### config.mk
export PLATFORM = sky130hd
export DESIGN_NAME = code_guard
export DESIGN_NICKNAME = d
export VERILOG_FILES = /design/src/rtl/code_guard_pkg.sv /design/src/rtl/preboot_timer.sv /design/src/rtl/lock_bit.sv /design/src/rtl/access_gate.sv /design/src/rtl/code_guard.sv
export SDC_FILE = /design/constraint.sdc
export NUM_CORES = 1
export LEC_CHECK = 0
export BUFFER_PORTS_ARGS = -buffer_cell sky130_fd_sc_hd__clkbuf_2
export CELL_PAD_IN_SITES_DETAIL_PLACEMENT = 1
export CELL_PAD_IN_SITES_GLOBAL_PLACEMENT = 1
export CORE_ASPECT_RATIO = 1.75
export CORE_MARGIN = 2
export CORE_UTILIZATION = 32
export DETAILED_ROUTE_END_ITERATION = 16
export PLACE_DENSITY_LB_ADDON = 0.1
export SYNTH_ARGS = -nofsm -noshare
export SYNTH_HDL_FRONTEND = slang
export SYNTH_SLANG_ARGS = --single-unit
export TNS_END_PERCENT = 5
### constraint.sdc
create_clock -name clk -period 1.21 [get_ports clk]
set_input_delay 0.0605 -clock clk [delete_from_list [all_inputs] [get_ports clk]]
set_output_delay 0.0605 -clock clk [all_outputs]
set_load 0.01 [all_outputs]
### src/rtl/code_guard_pkg.sv
package code_guard_pkg;

    typedef enum logic {
        SRC_CPU = 1'b0,
        SRC_DBG = 1'b1
    } src_e;

    typedef enum logic [1:0] {
        OP_READ       = 2'd0,
        OP_WRITE      = 2'd1,
        OP_PAGE_ERASE = 2'd2,
        OP_BULK_ERASE = 2'd3
    } op_e;

endpackage

### src/rtl/preboot_timer.sv
// Counts the boot window after reset; active_o is high for CYCLES edges.
module preboot_timer #(
    parameter int CYCLES = 32
) (
    input  logic clk,
    input  logic rst_n,
    output logic active_o
);
    localparam int CNT_W = (CYCLES < 2) ? 1 : $clog2(CYCLES + 1);
    localparam logic [CNT_W-1:0] LAST = CNT_W'(CYCLES - 1);

    typedef struct packed {
        logic             active;
        logic [CNT_W-1:0] cnt;
    } tmr_t;

    tmr_t st_d, st_q;

    always_comb begin
        st_d = st_q;
        if (st_q.active) begin
            if (st_q.cnt == LAST) begin
                st_d.active = 1'b0;
            end else begin
                st_d.cnt = st_q.cnt + 1'b1;
            end
        end
    end

    always_ff @(posedge clk or negedge rst_n) begin
        if (!rst_n) begin
            st_q <= '{active: 1'b1, cnt: '0};
        end else begin
            st_q <= st_d;
        end
    end

    assign active_o = st_q.active;
endmodule

### src/rtl/lock_bit.sv
// Set-only lock flag; accepts a set only while the boot window is open.
module lock_bit (
    input  logic clk,
    input  logic rst_n,
    input  logic window_i,
    input  logic set_wr_i,
    input  logic set_val_i,
    output logic secure_o
);
    typedef struct packed {
        logic secure;
    } lock_t;

    lock_t st_d, st_q;

    always_comb begin
        st_d        = st_q;
        st_d.secure = st_q.secure | (set_wr_i & set_val_i & window_i);
    end

    always_ff @(posedge clk or negedge rst_n) begin
        if (!rst_n) begin
            st_q <= '{secure: 1'b0};
        end else begin
            st_q <= st_d;
        end
    end

    assign secure_o = st_q.secure;
endmodule

### src/rtl/access_gate.sv
// Decides grant or deny for each request and forwards granted commands.
module access_gate
    import code_guard_pkg::*;
#(
    parameter int ADDR_W   = 16,
    parameter int PAGE_LSB = 9
) (
    input  logic              clk,
    input  logic              rst_n,
    input  logic              preboot_i,
    input  logic              secure_i,
    input  logic              req_valid_i,
    input  logic              req_src_i,
    input  logic [1:0]        req_op_i,
    input  logic [ADDR_W-1:0] req_addr_i,
    output logic              rsp_valid_o,
    output logic              rsp_grant_o,
    output logic              rsp_err_o,
    output logic              fl_valid_o,
    output logic [1:0]        fl_op_o,
    output logic [ADDR_W-1:0] fl_addr_o
);
    typedef struct packed {
        logic              rsp_valid;
        logic              grant;
        logic              err;
        logic              fl_valid;
        logic [1:0]        fl_op;
        logic [ADDR_W-1:0] fl_addr;
    } gate_t;

    gate_t st_d, st_q;

    src_e src;
    op_e  op;
    logic page0;
    logic dbg_blocked;
    logic page0_hit;
    logic deny;

    assign src = src_e'(req_src_i);
    assign op  = op_e'(req_op_i);

    // Page decode: a single-page flash makes every address page zero.
    generate
        if (PAGE_LSB >= ADDR_W) begin : g_single_page
            assign page0 = 1'b1;
        end else begin : g_paged
            assign page0 = (req_addr_i[ADDR_W-1:PAGE_LSB] == '0);
        end
    endgenerate

    always_comb begin
        dbg_blocked = (src == SRC_DBG) &&
                      (preboot_i || (secure_i && (op != OP_BULK_ERASE)));
        page0_hit   = secure_i && page0 &&
                      ((op == OP_WRITE) || (op == OP_PAGE_ERASE));
        deny        = dbg_blocked || page0_hit;

        st_d           = '0;
        st_d.rsp_valid = req_valid_i;
        st_d.grant     = req_valid_i && !deny;
        st_d.err       = req_valid_i && deny;
        st_d.fl_valid  = req_valid_i && !deny;
        if (req_valid_i && !deny) begin
            st_d.fl_op   = req_op_i;
            st_d.fl_addr = req_addr_i;
        end
    end

    always_ff @(posedge clk or negedge rst_n) begin
        if (!rst_n) begin
            st_q <= '0;
        end else begin
            st_q <= st_d;
        end
    end

    assign rsp_valid_o = st_q.rsp_valid;
    assign rsp_grant_o = st_q.grant;
    assign rsp_err_o   = st_q.err;
    assign fl_valid_o  = st_q.fl_valid;
    assign fl_op_o     = st_q.fl_op;
    assign fl_addr_o   = st_q.fl_addr;
endmodule

### src/rtl/code_guard.sv
// Boot-time code security controller, top level.
module code_guard #(
    parameter int ADDR_W         = 16,
    parameter int PAGE_BYTES     = 512,
    parameter int PREBOOT_CYCLES = 32
) (
    input  logic              clk,
    input  logic              rst_n,
    input  logic              lock_wr,
    input  logic              lock_val,
    input  logic              req_valid,
    input  logic              req_src,
    input  logic [1:0]        req_op,
    input  logic [ADDR_W-1:0] req_addr,
    output logic              rsp_valid,
    output logic              rsp_grant,
    output logic              rsp_err,
    output logic              fl_valid,
    output logic [1:0]        fl_op,
    output logic [ADDR_W-1:0] fl_addr,
    output logic              preboot_o,
    output logic              secure_o
);
    localparam int PAGE_LSB = (PAGE_BYTES < 2) ? 0 : $clog2(PAGE_BYTES);

    logic window;
    logic secure;

    preboot_timer #(
        .CYCLES(PREBOOT_CYCLES)
    ) u_timer (
        .clk     (clk),
        .rst_n   (rst_n),
        .active_o(window)
    );

    lock_bit u_lock (
        .clk      (clk),
        .rst_n    (rst_n),
        .window_i (window),
        .set_wr_i (lock_wr),
        .set_val_i(lock_val),
        .secure_o (secure)
    );

    access_gate #(
        .ADDR_W  (ADDR_W),
        .PAGE_LSB(PAGE_LSB)
    ) u_gate (
        .clk        (clk),
        .rst_n      (rst_n),
        .preboot_i  (window),
        .secure_i   (secure),
        .req_valid_i(req_valid),
        .req_src_i  (req_src),
        .req_op_i   (req_op),
        .req_addr_i (req_addr),
        .rsp_valid_o(rsp_valid),
        .rsp_grant_o(rsp_grant),
        .rsp_err_o  (rsp_err),
        .fl_valid_o (fl_valid),
        .fl_op_o    (fl_op),
        .fl_addr_o  (fl_addr)
    );

    assign preboot_o = window;
    assign secure_o  = secure;
endmodule

==> Word level (Yosys, flattened, before mapping) <==
Index checks and enable logic that the tools add are counted.
{ "word_totals": {"elab_cells": 33, "out_inout_bits": 24, "inputBits": 24, "ff_bits": 29} }
{ "classes": {"n_reduce_logical": 12, "n_bitwise": 4, "n_eq_ne": 4, "n_addsub": 1, "n_mux": 4} }
{ "ops": {"columns": ["operator", "count"], "rows": [
  ["$mux W18", 1],
  ["$logic_not A7 Y1", 1],
  ["$mux W7", 1],
  ["$add A6 B1 Y6 const B", 1],
  ["$eq A6 B5 Y1 const B", 1],
  ["$logic_and A1 B1 Y1", 6],
  ["$mux W6", 1],
  ["$logic_or A1 B1 Y1", 3],
  ["$and A1 B1 Y1", 2],
  ["$eq A2 B1 Y1 const B", 1],
  ["$eq A2 B2 Y1 const B", 1],
  ["$ne A2 B2 Y1 const B", 1],
  ["$reduce_and A2 Y1", 1],
  ["$logic_not A1 Y1", 1],
  ["$mux W1", 1],
  ["$not A1 Y1", 1],
  ["$or A1 B1 Y1", 1]
]} }

==> Longest topological paths before layout <==
{ "depth": {"ltp_word": 8, "depth_mapped": 5, "mapped_depth_nobuf": 4} }

==> By module <==
Synthesis repeated with hierarchy kept, for this count alone.
{ "hier_totals": {"cells_unflattened": 83, "hier_area_um2": 1131.1} }
{ "modules_own_cells": {"columns": ["module", "area_per_inst_um2", "cells_each", "n_inst", "seq_area_each_um2"], "rows": [
  ["access_gate", 774.5, 53, 1, 525.5],
  ["preboot_timer", 322.8, 28, 1, 176.4],
  ["lock_bit", 33.8, 2, 1, 25.0]
]} }

==> Least setup slack after synthesis <==
OpenSTA, ideal clock, no wires.
{ "synth_path": {"path_kind": "flip-flop to flip-flop", "start": "reg u_timer.st_q[0] (netlist bit)", "end": "reg u_timer.st_q[1] (netlist bit)", "path_stages_with_launch": 5, "required_ns": 1.085, "path_buffers": 0, "setup_time_ns": 0.125, "setup_slack_ns": -0.085, "period_less_slack_ns": 1.295, "t_arrival_ns": 1.171, "path_cell_list": "dfrtp_1 -> ha_1 -> nand2_1 -> o21ai_2 -> mux2_2"} }
{ "synth_between": {"elab_chain_len": 3, "elab_cells_between_ends": 4, "cone_classes": "add/sub: 1; eq/ne: 1; bitwise: 1; reduce/logical: 1"} }
{ "synth_lines": {"columns": ["element", "line_no", "text"], "rows": [
  ["start, declared", "preboot_timer.sv:17", "tmr_t st_d, st_q;"],
  ["start signal, assigned", "preboot_timer.sv:32", "st_q <= '{active: 1'b1, cnt: '0};"],
  ["start signal, assigned", "preboot_timer.sv:34", "st_q <= st_d;"],
  ["parallel branches: the longest is 3 deep, another holds $add A6 B1 Y6", null, null]
]} }
Several ways; the timed one is not identified.
A chain may end at the register's enable or synchronous reset.

==> Worst setup path in the final report <==
{ "layout_path": {"start": "reg u_timer.st_q, in the netlist u_timer.active_o", "end": "reg u_timer.st_q[5] (netlist bit)"} }
{ "layout_between": {"elab_chain_len": 1} }
{ "layout_lines": {"columns": ["element"], "rows": [
  ["$reduce_and A2 Y1 (no source line)"]
]} }
Every way passes these cells.

==> flow_summary.toml <==
[run_status]
run_status = "finished with violations"
violations = "negative setup slack"

[worst_setup_path]
cp_slowest_cell = "dfstp_2"
criticalPathCategory = "reg -> reg"
path_max_fanout = 6
r2r-start = "u_timer.active_o$_DFF_PN1_"
worstPathArrival_ps = 1500
r2r_setup_slack_ps = -80
critPathBufInv = 0
cpPeakStageDelay_ps = 580
r2r-end = "u_timer.st_q[5]$_DFFE_PN0P_"
end_kind = "flop"
cp.required_ps = 1430
critPathTopFamily = "simple AND/OR/NAND/NOR gates"
path_cells = "nand4_1 -> or3b_1 -> nand2_1"
start_kind = "flop"
cp-startpoint = "u_timer.active_o$_DFF_PN1_"
worstRegToRegCells = 3

[detailed_routing]
wl_met3_um = 179
num_vias = 897
ant_nets = 0
wl_met2_um = 1440
drt_iter0_drc = 10
top_layer_used = "met4"
viasPerCell = 4.55
wl_per_cell_um = 13.3
wl_um = 2630
dr.pass1.iters = 2
met1_length_um = 929
drc = 0

[pwr]
ir_drop_mv = 0.651
p_per_area_mw_per_mm2 = 1150
p_leak_nw = 0.892

[final_layout]
num-fill-cells = 418
final_nets = 176
drive_gt1_share_pct = 56.3
diodes = 0
final_cells = 197
syn_to_final_growth_pct = 44.9
mostFrequentLayoutCell = "clkbuf_2"
final_cell_mix = "47 x clkbuf_2, 28 x dfrtp_1, 12 x buf_4"

[synthesis]
yosys_register_bits = 29
synth_area_mm2 = 0.00116
synth_cell_types = 30
seq_area_frac_synth_pct = 62.5
syn_avg_cell_area_um2 = 14.0
syn_nets = 109
netlist_instances = 83
yosysWarningCount = 0

[die]
io_pins = 48
num_rows = 29
die_area_mm2 = 0.00415
die_h_um = 83.7
die_w_um = 49.6
initial_core_util_pct = 32.7
core_area_mm2 = 0.00356

[global_routing]
grt_pass1_vias = 974
grt_overflow = 0
antenna_found_initial = 0
grtUsageTotal_pct = 15.0
grt_max_degree = 30
grt_pass1_wl_um = 4530

[sta]
setup_violations = 4
worst_slew_pin_slew_ps = 271
period_minus_slack_ps = 1290
drv_slew = 0
final_hold_viol_count = 0
fin_skew_ps = 6.19
setup_tns_ps = -153
rsz0062_at_grt = "true"
finalCritPeriodShare_pct = 106
fmax_ghz = 0.777
layout_setup_ws_ps = -76.3
slew-limit-headroom_pct = 81.8

[placed_design]
post-place-ws_ps = -77.5
dp_hpwl_um = 1950
dp_cells = 184
port_buffers = 47
gp_congestion = 0.628

[worst_hold_path]
holdCritStartpoint = "req_addr[8]"
min_path_type = "in -> reg"
holdPathEnd = "u_gate.fl_addr_o[8]$_DFF_PN0_"
whs_path_depth = 2

[clock_network]
clk_path_buf_depth = 2
cts_tree = "yes"
cts_buffers = 5
insertion_delay_ps = 280
htree_levels = 2
clock_sinks = 29
cts_root_buffer = "clkbuf_8"
path_clk_slew_ps = 60

[run]
drv_cap = 0
[metrics by stage]
stage	power, mW	hold slack [ps]	cell area, µm²	util (%)
2_1_floorplan	1.10	-235	1170	-
3_3_place_gp	1.21	24.7	1540	43.3
3_5_place_dp	1.21	28.1	1540	43.3
4_1_cts	1.98	11.1	1680	47.4
5_1_grt	2.05	17.3	1680	47.4
6_report	1.94	23.7	1680	47.4
[synth_stat cells]
cell type | count | area share (%)
inv_1 | 2 | 0.65
nor3_1 | 1 | 0.43
ha_1 | 2 | 2.2
nor3b_1 | 2 | 1.3
buf_4 | 1 | 0.65
and3_1 | 7 | 3.8
nor2_1 | 1 | 0.32
o21ai_0 | 1 | 0.43
dfrtp_1 | 28 | 60
nor2b_1 | 1 | 0.54
nand4_1 | 2 | 1.1
and4_1 | 1 | 0.75
buf_6 | 2 | 1.9
and3_2 | 1 | 0.65
a41oi_1 | 1 | 0.75
nor3b_2 | 9 | 9.7
mux2_1 | 1 | 0.97
a21oi_1 | 2 | 0.86
nand3b_1 | 2 | 1.3
xnor2_1 | 1 | 0.75
o21a_1 | 2 | 1.3
nand2_1 | 5 | 1.6
or3b_1 | 1 | 0.75
dfstp_2 | 1 | 2.3
nor4_1 | 1 | 0.54
mux2i_1 | 1 | 0.86
a31o_2 | 1 | 0.75
a21boi_2 | 1 | 0.97
o21ai_2 | 1 | 0.75
mux2_2 | 1 | 0.97
[how the worst max path moves through the flow]
stage	to	slack, ps	depth (start not counted)
2_1_floorplan	u_timer.st_q[5]$_DFFE_PN0P_	-30	3
3_3_place_gp	u_timer.st_q[1]$_DFFE_PN0P_	-60	3
3_5_place_dp	u_timer.st_q[1]$_DFFE_PN0P_	-80	3
4_1_cts	u_timer.st_q[5]$_DFFE_PN0P_	-70	3
5_1_grt	u_gate.fl_op_o[0]$_DFF_PN0_	-130	4
6_report	u_timer.st_q[5]$_DFFE_PN0P_	-80	3
[worst reg2reg max path, delay by kind of cell, from the launching register on]
family | cells | cell delay (ps)
flip-flops | 1 | 580
AND/OR/NAND/NOR | 3 | 650
[power breakdown]
part           leakage [nW]  internal (mW)  switching [mW]
Clock                0.0450          0.397           0.350
Sequential            0.377           1.00         0.00953
Combinational         0.469         0.0928          0.0868
[registers in the layout (all words and copies together), names as in the netlist]
| register | cells |
|---|---|
| u_gate.rsp_valid_o | 1 |
| u_lock.secure_o | 1 |
| u_timer.st_q | 6 |
| u_gate.fl_op_o | 2 |
| u_gate.rsp_err_o | 1 |
| u_gate.rsp_grant_o | 1 |
| u_gate.fl_addr_o | 16 |
| u_timer.active_o | 1 |
[area by class of cell]
class / count / area (µm²) / area share, %
clock buffers: 6 / 72.6 / 4.31
clock inverters: 2 / 10.0 / 0.594
inverters: 2 / 7.51 / 0.446
multi-input cells: 49 / 424 / 25.2
flip-flops and latches: 29 / 727 / 43.2
well taps: 46 / 57.6 / 3.42
repair buffers: 63 / 385 / 22.9
[metal layers]
metal  vias to the layer above  track usage, %
met4                         0            9.09
met2                        32            25.0
met5                         -               0
met3                         6            5.38
li1                        429               -
met1                       430            15.8
[timing repair]
| action | in CTS | in global routing |
|---|---|---|
| pin swaps | 3 | 2 |
| gates resized for setup | 2 | 0 |
| hold endpoints to repair | 30 | 0 |
| buffers inserted | 3 | 0 |
| cloned | 0 | 0 |
| setup endpoints to repair | 14 | 16 |
| hold buffers | 2 | 0 |
[cell families (layout without fill, tap and decap cells)]
kind of cell,count (synthesis),count (layout),synth area share [%]
AND/OR/NAND/NOR,34,34,22.7
flip-flops,29,29,62.5
AO/OA/AOI/OAI,9,9,5.81
buffers and inverters,5,73,3.23
multiplexers,3,3,2.80
adder cells (fa/ha/maj),2,2,2.15
XOR/XNOR,1,1,0.754
Power figures use the tool's default switching activity.
